==> src/rtl/panel_pwr_seq_pkg.sv <==
// Package: step encoding and the fixed step table for the panel power sequencer.
// Assumes: the power-on list occupies indices 0..ON_STEPS-1, the power-off
// list follows directly, and wait steps never end a list.
package panel_pwr_seq_pkg;

    typedef enum logic [1:0] {
        K_CMD  = 2'd0,
        K_BYTE = 2'd1,
        K_WORD = 2'd2,
        K_WAIT = 2'd3
    } step_kind_t;

    typedef struct packed {
        step_kind_t  kind;
        logic [7:0]  op;
        logic [15:0] val;
    } step_t;

    localparam int WARM_STEPS = 6;
    localparam int ON_STEPS   = 47;
    localparam int OFF_STEPS  = 4;
    localparam int TABLE_LEN  = ON_STEPS + OFF_STEPS;

    function automatic step_t s_cmd(input logic [7:0] o);
        return '{K_CMD, o, 16'h0000};
    endfunction

    function automatic step_t s_byte(input logic [7:0] o, input logic [7:0] v);
        return '{K_BYTE, o, {8'h00, v}};
    endfunction

    function automatic step_t s_word(input logic [7:0] o, input logic [15:0] v);
        return '{K_WORD, o, v};
    endfunction

    function automatic step_t s_wait();
        return '{K_WAIT, 8'h00, 16'h0000};
    endfunction

    // Step lookup: warm-up, configuration, display-on, then shutdown.
    function automatic step_t step_at(input int unsigned i);
        step_t s;
        case (i)
            0, 2, 4:  s = s_cmd(8'h00);
            1, 3, 5:  s = s_wait();
            6:  s = s_byte(8'hB0, 8'h17);
            7:  s = s_byte(8'hBC, 8'h80);
            8:  s = s_byte(8'h3B, 8'h00);
            9:  s = s_byte(8'hB0, 8'h16);
            10: s = s_word(8'hB8, 16'hFFF9);
            11: s = s_cmd(8'h11);
            12: s = s_byte(8'hBA, 8'h01);
            13: s = s_byte(8'hBB, 8'h00);
            14: s = s_byte(8'h3A, 8'h60);
            15: s = s_byte(8'hBF, 8'h10);
            16: s = s_byte(8'hB1, 8'h56);
            17: s = s_byte(8'hB2, 8'h33);
            18, 19: s = s_byte(8'hB3, 8'h11);
            20: s = s_byte(8'hB4, 8'h02);
            21: s = s_byte(8'hB5, 8'h2B);
            22: s = s_byte(8'hB6, 8'h40);
            23: s = s_byte(8'hB7, 8'h03);
            24: s = s_byte(8'hB9, 8'h04);
            25: s = s_byte(8'hBD, 8'h04);
            26: s = s_byte(8'hBE, 8'h00);
            27: s = s_byte(8'hC0, 8'h11);
            28: s = s_byte(8'hC1, 8'h11);
            29: s = s_byte(8'hC2, 8'h11);
            30: s = s_word(8'hC3, 16'h2040);
            31: s = s_word(8'hC4, 16'h60C0);
            32: s = s_word(8'hC5, 16'h1020);
            33: s = s_word(8'hC6, 16'h60C0);
            34: s = s_word(8'hC7, 16'h5533);
            35: s = s_byte(8'hC8, 8'h00);
            36: s = s_byte(8'hC9, 8'h00);
            37: s = s_byte(8'hCA, 8'h00);
            38: s = s_word(8'hEC, 16'h01F0);
            39: s = s_byte(8'hCF, 8'h02);
            40: s = s_word(8'hD0, 16'h0804);
            41: s = s_byte(8'hD1, 8'h01);
            42: s = s_word(8'hD2, 16'h0000);
            43: s = s_word(8'hD3, 16'h0D0E);
            44: s = s_word(8'hD4, 16'h11A4);
            45: s = s_byte(8'hD5, 8'h0E);
            46: s = s_cmd(8'h29);
            47: s = s_cmd(8'h28);
            48: s = s_word(8'hB8, 16'h8002);
            49: s = s_cmd(8'h10);
            50: s = s_byte(8'hB0, 8'h00);
            default: s = s_cmd(8'h00);
        endcase
        return s;
    endfunction

endpackage

==> src/rtl/panel_pwr_seq_rom.sv <==
// Step table read port: maps a step index to its decoded step.
// Assumes: idx stays below TABLE_LEN; larger values read a harmless command.
module panel_pwr_seq_rom
    import panel_pwr_seq_pkg::*;
#(
    parameter int IDX_W = 6
) (
    input  logic [IDX_W-1:0] idx,
    output step_t            step
);

    // Combinational lookup of the current step.
    always_comb step = step_at(32'(idx));

endmodule

==> src/rtl/panel_pwr_seq_delay.sv <==
// Wait timer: after a start pulse, raises expired on the WAIT_CYC-th cycle.
// Assumes: start is not pulsed again while a wait is running.
module panel_pwr_seq_delay #(
    parameter int WAIT_CYC = 1000
) (
    input  logic clk,
    input  logic rst_n,
    input  logic start,
    output logic expired
);

    localparam int CW = $clog2(WAIT_CYC + 1);
    localparam logic [CW-1:0] LOAD = CW'(WAIT_CYC - 1);

    logic [CW-1:0] cnt;
    logic          run;

    // Load on start, count down while running, stop at zero.
    always_ff @(posedge clk) begin
        if (!rst_n) begin
            cnt <= '0;
            run <= 1'b0;
        end else if (start) begin
            cnt <= LOAD;
            run <= 1'b1;
        end else if (run) begin
            if (cnt == '0) run <= 1'b0;
            else           cnt <= cnt - 1'b1;
        end
    end

    assign expired = run && (cnt == '0);

endmodule

==> src/rtl/panel_pwr_seq_ctrl.sv <==
// Sequencer control: walks the step table, runs the writer handshake,
// handles wait steps, aborts on warm-up failure, accumulates later errors
// and tracks the panel state.
// Assumes: the writer asserts done for one cycle per transaction, and err
// is only meaningful together with done.
module panel_pwr_seq_ctrl
    import panel_pwr_seq_pkg::*;
#(
    parameter int IDX_W = 6
) (
    input  logic             clk,
    input  logic             rst_n,
    input  logic             on_req,
    input  logic             off_req,
    input  step_kind_t       kind,
    input  logic             wr_done,
    input  logic             wr_err,
    input  logic             tmr_exp,
    output logic [IDX_W-1:0] idx,
    output logic             tmr_start,
    output logic             wr_valid,
    output logic             busy,
    output logic             panel_on,
    output logic             seq_done,
    output logic             seq_err
);

    localparam logic [IDX_W-1:0] OFF_BASE = IDX_W'(ON_STEPS);
    localparam logic [IDX_W-1:0] ON_LAST  = IDX_W'(ON_STEPS - 1);
    localparam logic [IDX_W-1:0] OFF_LAST = IDX_W'(TABLE_LEN - 1);
    localparam logic [IDX_W-1:0] WARM_END = IDX_W'(WARM_STEPS);

    typedef enum logic [1:0] {ST_IDLE, ST_RUN, ST_WAIT} st_t;

    st_t  st;
    logic up;
    logic acc;
    logic last_step;
    logic in_warm;

    // Decode of where the current index sits in its list.
    always_comb begin
        last_step = up ? (idx == ON_LAST) : (idx == OFF_LAST);
        in_warm   = up && (idx < WARM_END);
    end

    assign wr_valid  = (st == ST_RUN) && (kind != K_WAIT);
    assign tmr_start = (st == ST_RUN) && (kind == K_WAIT);
    assign busy      = (st != ST_IDLE);

    // Main sequencing state machine.
    always_ff @(posedge clk) begin
        if (!rst_n) begin
            st       <= ST_IDLE;
            idx      <= '0;
            up       <= 1'b0;
            acc      <= 1'b0;
            panel_on <= 1'b0;
            seq_done <= 1'b0;
            seq_err  <= 1'b0;
        end else begin
            seq_done <= 1'b0;
            case (st)
                ST_IDLE: begin
                    if (on_req) begin
                        if (panel_on) begin
                            seq_done <= 1'b1;
                            seq_err  <= 1'b0;
                        end else begin
                            st  <= ST_RUN;
                            idx <= '0;
                            up  <= 1'b1;
                            acc <= 1'b0;
                        end
                    end else if (off_req && panel_on) begin
                        st  <= ST_RUN;
                        idx <= OFF_BASE;
                        up  <= 1'b0;
                        acc <= 1'b0;
                    end
                end
                ST_RUN: begin
                    if (kind == K_WAIT) begin
                        st <= ST_WAIT;
                    end else if (wr_done) begin
                        if (wr_err && in_warm) begin
                            st       <= ST_IDLE;
                            seq_done <= 1'b1;
                            seq_err  <= 1'b1;
                        end else if (last_step) begin
                            st       <= ST_IDLE;
                            seq_done <= 1'b1;
                            seq_err  <= acc | wr_err;
                            panel_on <= up;
                        end else begin
                            acc <= acc | wr_err;
                            idx <= idx + 1'b1;
                        end
                    end
                end
                ST_WAIT: begin
                    if (tmr_exp) begin
                        idx <= idx + 1'b1;
                        st  <= ST_RUN;
                    end
                end
                default: st <= ST_IDLE;
            endcase
        end
    end

endmodule

==> src/rtl/panel_pwr_seq.sv <==
// Top of the panel power sequencer: ties the step table, wait timer and
// control together and exposes the command-writer handshake.
// Assumes: CLK_HZ is the clock frequency; one wait step lasts at least
// CLK_HZ/1000 cycles.
module panel_pwr_seq
    import panel_pwr_seq_pkg::*;
#(
    parameter int CLK_HZ = 250_000_000
) (
    input  logic        clk,
    input  logic        rst_n,
    input  logic        on_req,
    input  logic        off_req,
    input  logic        wr_done,
    input  logic        wr_err,
    output logic        wr_valid,
    output logic [1:0]  wr_kind,
    output logic [7:0]  wr_op,
    output logic [15:0] wr_data,
    output logic        busy,
    output logic        panel_on,
    output logic        seq_done,
    output logic        seq_err
);

    localparam int WAIT_CYC = (CLK_HZ / 1000 < 1) ? 1 : CLK_HZ / 1000;
    localparam int IDX_W    = $clog2(TABLE_LEN);

    logic [IDX_W-1:0] idx;
    step_t            step;
    logic             tmr_start;
    logic             tmr_exp;

    panel_pwr_seq_rom #(.IDX_W(IDX_W)) u_rom (
        .idx  (idx),
        .step (step)
    );

    panel_pwr_seq_delay #(.WAIT_CYC(WAIT_CYC)) u_delay (
        .clk     (clk),
        .rst_n   (rst_n),
        .start   (tmr_start),
        .expired (tmr_exp)
    );

    panel_pwr_seq_ctrl #(.IDX_W(IDX_W)) u_ctrl (
        .clk       (clk),
        .rst_n     (rst_n),
        .on_req    (on_req),
        .off_req   (off_req),
        .kind      (step.kind),
        .wr_done   (wr_done),
        .wr_err    (wr_err),
        .tmr_exp   (tmr_exp),
        .idx       (idx),
        .tmr_start (tmr_start),
        .wr_valid  (wr_valid),
        .busy      (busy),
        .panel_on  (panel_on),
        .seq_done  (seq_done),
        .seq_err   (seq_err)
    );

    assign wr_kind = step.kind;
    assign wr_op   = step.op;
    assign wr_data = step.val;

endmodule

==> config.mk <==
export PLATFORM = sky130hd
export DESIGN_NAME = panel_pwr_seq
export DESIGN_NICKNAME = d
export VERILOG_FILES = /design/src/rtl/panel_pwr_seq_pkg.sv /design/src/rtl/panel_pwr_seq_rom.sv /design/src/rtl/panel_pwr_seq_delay.sv /design/src/rtl/panel_pwr_seq_ctrl.sv /design/src/rtl/panel_pwr_seq.sv
export SDC_FILE = /design/constraint.sdc
export NUM_CORES = 1
export LEC_CHECK = 0
export BUFFER_PORTS_ARGS = -buffer_cell sky130_fd_sc_hd__buf_4
export CORE_MARGIN = 5
export CORE_UTILIZATION = 40
export DETAILED_ROUTE_END_ITERATION = 8
export PLACE_DENSITY_LB_ADDON = 0.05
export SYNTH_ARGS = -nofsm -noshare
export SYNTH_HDL_FRONTEND = slang
export SYNTH_HIERARCHICAL = 1
export SYNTH_SLANG_ARGS = --single-unit
==> constraint.sdc <==
create_clock -name clk -period 4.65 [get_ports clk]
set_input_delay 0.93 -clock clk [delete_from_list [all_inputs] [get_ports clk]]
set_output_delay 0.93 -clock clk [all_outputs]
set_load 0.02 [all_outputs]
Word-level counts from Yosys, hierarchy flattened
Memories as Yosys holds them, arrays and structs flattened. A register that Yosys moved wholly into a read port is not among the register bits.
Cells that the tools add are included.
{"block": "word_totals", "mem_count": 1, "elab_cells": 112, "in_bits": 6, "regBits": 32, "mem_bits_ro": 1664, "out_inout_bits": 31}
{"name": "(no name shown)", "words": 64, "width": 26, "read_ports": 1, "rd_ports_with_merged_regs": 1, "write_ports": 0, "line": "panel_pwr_seq_pkg.sv:43", "rtl": "case (i)"}
{"block": "classes", "reduce_logical": 22, "order_cmp": 1, "n_eq_ne": 20, "addsub": 2, "n_bitwise": 5, "n_mux": 51}
{"cell": "two-way mux 6 bit", "count": 10}
{"cell": "two-way mux 18 bit", "count": 3}
{"cell": "two-way mux 1 bit", "count": 25}
{"cell": "zero test 18 bit", "count": 1}
{"cell": "!= test 2 bit, second input constant", "count": 9}
{"cell": "case mux 6 bit (3 select lines)", "count": 1}
{"cell": "subtractor 18 x 1 -> 18 bit, second input constant", "count": 1}
{"cell": "two-way mux 2 bit", "count": 8}
{"cell": "== test 6 bit, second input constant", "count": 2}
{"cell": "AND reduction 5 bit", "count": 2}
{"cell": "AND reduction 8 bit", "count": 1}
{"cell": "nonzero test 2 bit", "count": 4}
{"cell": "AND reduction 7 bit", "count": 1}
{"cell": "adder 6 x 1 -> 6 bit, second input constant", "count": 1}
{"cell": "logical AND 1 bit", "count": 6}
{"cell": "less-than comparator 6 x 3 -> 1 bit, second input constant", "count": 1}
{"cell": "!= test 3 x 2 -> 1 bit, second input constant", "count": 2}
{"cell": "!= test 3 bit, second input constant", "count": 2}
{"cell": "case mux 1 bit (2 select lines)", "count": 3}
{"cell": "case mux 2 bit (3 select lines)", "count": 1}
{"cell": "AND reduction 6 bit", "count": 1}
{"cell": "== test 2 bit, second input constant", "count": 2}
{"cell": "!= test 4 x 3 -> 1 bit, second input constant", "count": 1}
{"cell": "NOT 1 bit", "count": 4}
{"cell": "8 further kinds", "count": 9}

Depth between registers and ports, before layout
{"block": "logic_depth", "word_depth": 9, "ltp_mapped": 15, "ltp_nobuf": 13}

Cells and area by module
Netlist, hierarchy kept.
{"module": "panel_pwr_seq_rom", "instances": 1, "seq_area_each_um2": 0.0, "cells_per_inst": 195, "area_each_um2": 1244.9}
{"module": "panel_pwr_seq_ctrl", "instances": 1, "seq_area_each_um2": 260.2, "cells_per_inst": 111, "area_each_um2": 943.4}
{"module": "panel_pwr_seq_delay", "instances": 1, "seq_area_each_um2": 380.4, "cells_per_inst": 102, "area_each_um2": 929.6}

Worst setup path after synthesis
No wires, ideal clock.
{"block": "synth_timing", "kind": "reg-to-output", "startpoint": "register u_ctrl/idx[0] (netlist name)", "endpoint": "output wr_data[10]", "path_stages_with_launch": 8, "setup_slack_ps": 1362, "t_arrival_ps": 2358, "cell_sequence": "dfxtp_1 > buf_2 > inv_1 > ha_1 > buf_2 > inv_1 > o21a_1 > a2111oi_0"}
{"item": "to (decl)", "line": "panel_pwr_seq.sv:19", "rtl": "output logic [15:0] wr_data,"}

==> out/metrics.yaml <==
clocking:
  h-tree-depth: 2
  numCtsBuffers: 5
  clk_pin_slew_ns: 0.07
  cts.sinks: 32
  postCtsSetupBuffers: 0
  cts_tree: "yes"
  cts_hold_buf: 0
  clockBufferDepth: 2
  clkLatencyLatePin_ns: 0.28
  ctsResizeCount: 0
  cts-root-buf: "clkbuf_8"
logic_synthesis:
  netlist_area_um2: 3120
  netlist.area_leader.share: 0.205
  synth_area_per_cell_um2: 7.64
  synth_flop_cell: "dfxtp_1"
  ys_async_sr_fraction: 0
  yosysTopAreaCell: "dfxtp_1"
  synth.distinct_cells: 79
  synth_seq_cells: 32
  synth-edff-count: 0
  syn_nets: 429
  synth-seq-area-share: 0.205
  synthTopCellsByArea: "dfxtp_1 21%, ha_1 6.0%, o21ai_0 4.8%"
  synthCells: 408
  ys_warn_count: 6
worst_setup_path:
  cp.required_ns: 3.72
  cp_num_buf_inv: 2
  crit_path_top_delay_cell: "dfxtp_1"
  cp_max_fo: 23
  r2r-end: "u_ctrl/idx[0]"
  rr_worst_depth: 10
  cp_top_family: "flip-flops"
  r2r_start: "u_ctrl/idx[1]"
  critPathArrivalTime_ns: 2.80
  crit_chain: "ha_1, nand2b_1, nand2_1, nand2_1, a21oi_1, nand2_1, nand2_1, inv_1, buf_4"
  cp-end-kind: "primary output"
  crit_path_frequent_cell: "nand2_1"
  critPathMaxStageDelay_ns: 0.86
  crit_type: "flip-flop to primary output"
  rrSetupSlack_ns: 1.09
  cp-start-kind: "flip-flop"
sta:
  slew_violations: 0
  fin_setup_tns_ns: 0
  clock-skew-final_ns: 0.00445
  final.period_utilization: 0.802
  hold_viol_final: 0
  max_slew.worst_pin.slew_ns: 0.828
  slew_headroom: 0.447
  setup_violations: 0
  rsz0062_at_grt: "no"
  fin_crit_ns: 3.73
  timing.fmax_ghz: 0.268
finish:
  final_util: 0.457
  areaGrowthSynthToFinish_pct: 12.0
  layout_common_cells: "41 x buf_4, 32 x dfxtp_1, 31 x nand2_1, 30 x nor2_1, 30 x o21ai_0"
  final_area_um2: 3490
  diodes: 0
  final_common_cell: "buf_4"
  final_layout_size_suffix_gt1_frac: 0.156
  final_nets: 449
pwr:
  ir_drop_uv: 214
  pwr_density_cell_nw_per_um2: 559
  leakagePower_nw: 1.33
floorplan:
  io_pins: 37
  die-area_um2: 9660
  die_x_um: 98.3
  fp.dieH_um: 98.3
  core_area_um2: 7650
  rows: 32
  initial_core_util: 0.408
job:
  maxCapViolCount: 0
global_routing:
  grt_pass1_vias: 2969
  grt_start_max_net_pins: 50
  antenna_found_initial: 0
  grt_overflow: 0
  grt_usage: 0.184
  grt_pass1_wl_um: 14900
hold_path:
  hold_end: "u_ctrl/seq_err"
  hold_depth: 2
  min_from: "u_ctrl/seq_err"
  hold_path.class: "flip-flop to flip-flop"
placed_design:
  place_area_um2: 3390
  dp_hpwl_um: 6500
  place.gp.congestion: 0.854
  portBuffers: 36
status:
  outcome: "finished clean"
route:
  post-route-drc-count: 0
  wl_um: 9220
  viasPerCell: 5.92
  dr.pass1.iters: 4
  drt_first_iter_violations: 158
  ant_nets: 0
  routed-via-count: 3144
  wire_per_inst_um: 17.4
-- logic make-up after synthesis --
kind of cell             after synthesis  synth area share
AO/OA/AOI/OAI                        141             0.316
XOR/XNOR                              12            0.0337
adder cells (fa/ha/maj)               15            0.0602
buffers and inverters                 50            0.0855
flip-flops                            32             0.205
multiplexers                          13            0.0425
AND/OR/NAND/NOR                      145             0.256
-- cells in the mapped netlist (3+ instances only) --
library cell   n
a211o_1        4
clkbuf_1       5
and3_1         3
a31oi_1        7
or3_1          7
o31ai_1        4
a21oi_1       29
buf_4          6
o311ai_0       4
a21o_1         3
nand2_1       31
o21ai_0       30
dfxtp_1       32
nand2b_1      11
mux2i_1       11
ha_1          15
o211ai_1       8
nor2_1        30
nor3_1         5
nor2b_1        7
a2111oi_0      3
buf_6          4
a32oi_1        3
nor3b_1        4
nand3_1       18
or4_1          6
a21boi_0       5
a211oi_1       4
o21a_1         5
xnor2_1        7
buf_2         13
o22ai_1        4
xor2_1         5
inv_1         19
-- where the power goes --
group | internal (W) | switching [W]
clock network | 0.000159 | 0.000109
logic | 0.000490 | 0.000799
registers | 0.000317 | 0.0000787
total | 0.000966 | 0.000987
-- per-layer routing --
layer	part of all wire	track usage	up-vias	wire length, um
met5	0	0	-	0
met4	0.017	0.0578	0	153
met3	0.056	0.0321	11	514
met2	0.45	0.294	100	4170
met1	0.48	0.253	1467	4380
li1	-	-	1566	-
-- sequential cells by signal, summed over array words and instances (netlist names) --
register         cells
u_ctrl/panel_on      1
u_delay/run          1
u_ctrl/seq_done      1
u_ctrl/idx           6
u_delay/cnt         18
u_ctrl/seq_err       1
u_ctrl/acc           1
u_ctrl/st            2
u_ctrl/up            1
-- worst max-delay path by stage --
stage                       start            end  slack [ns]  depth (start not counted)
floorplan           u_ctrl/idx[0]    wr_data[10]        1.36                          7
global placement    u_ctrl/idx[1]       wr_op[7]        1.36                          7
detailed placement  u_ctrl/idx[1]  u_ctrl/idx[0]        1.23                         10
CTS                 u_ctrl/idx[1]       wr_op[7]        0.99                          7
global route        u_ctrl/idx[1]       wr_valid        0.69                          9
finish              u_ctrl/idx[1]       wr_valid        0.92                          9
-- through the flow --
step	setup slack (ns)	total power [W]	std cells	hold WS, ns
after floorplan	1.36	0.00133	408	0.454
after global placement	1.36	0.00168	523	0.470
after detailed placement	1.23	0.00167	523	0.478
after CTS	0.987	0.00195	531	0.496
after global routing	0.694	0.00209	531	0.531
final	0.920	0.00195	531	0.490
-- layout make-up --
type / count / area, um2
fill: 790 / 4150
multi-input combinational: 326 / 2210
sequential: 32 / 641
timing repair buffer: 42 / 328
tap: 102 / 128
inverter: 21 / 78.8
clock buffer: 6 / 72.6
clock inverter: 2 / 35.0
-- worst min-delay path, cell delays in order, from the launching register on --
cell     delay (ns)
dfxtp_1        0.31
o21ai_0        0.07
a21oi_1        0.06
Note: power is estimated with default switching activity, not from simulation.
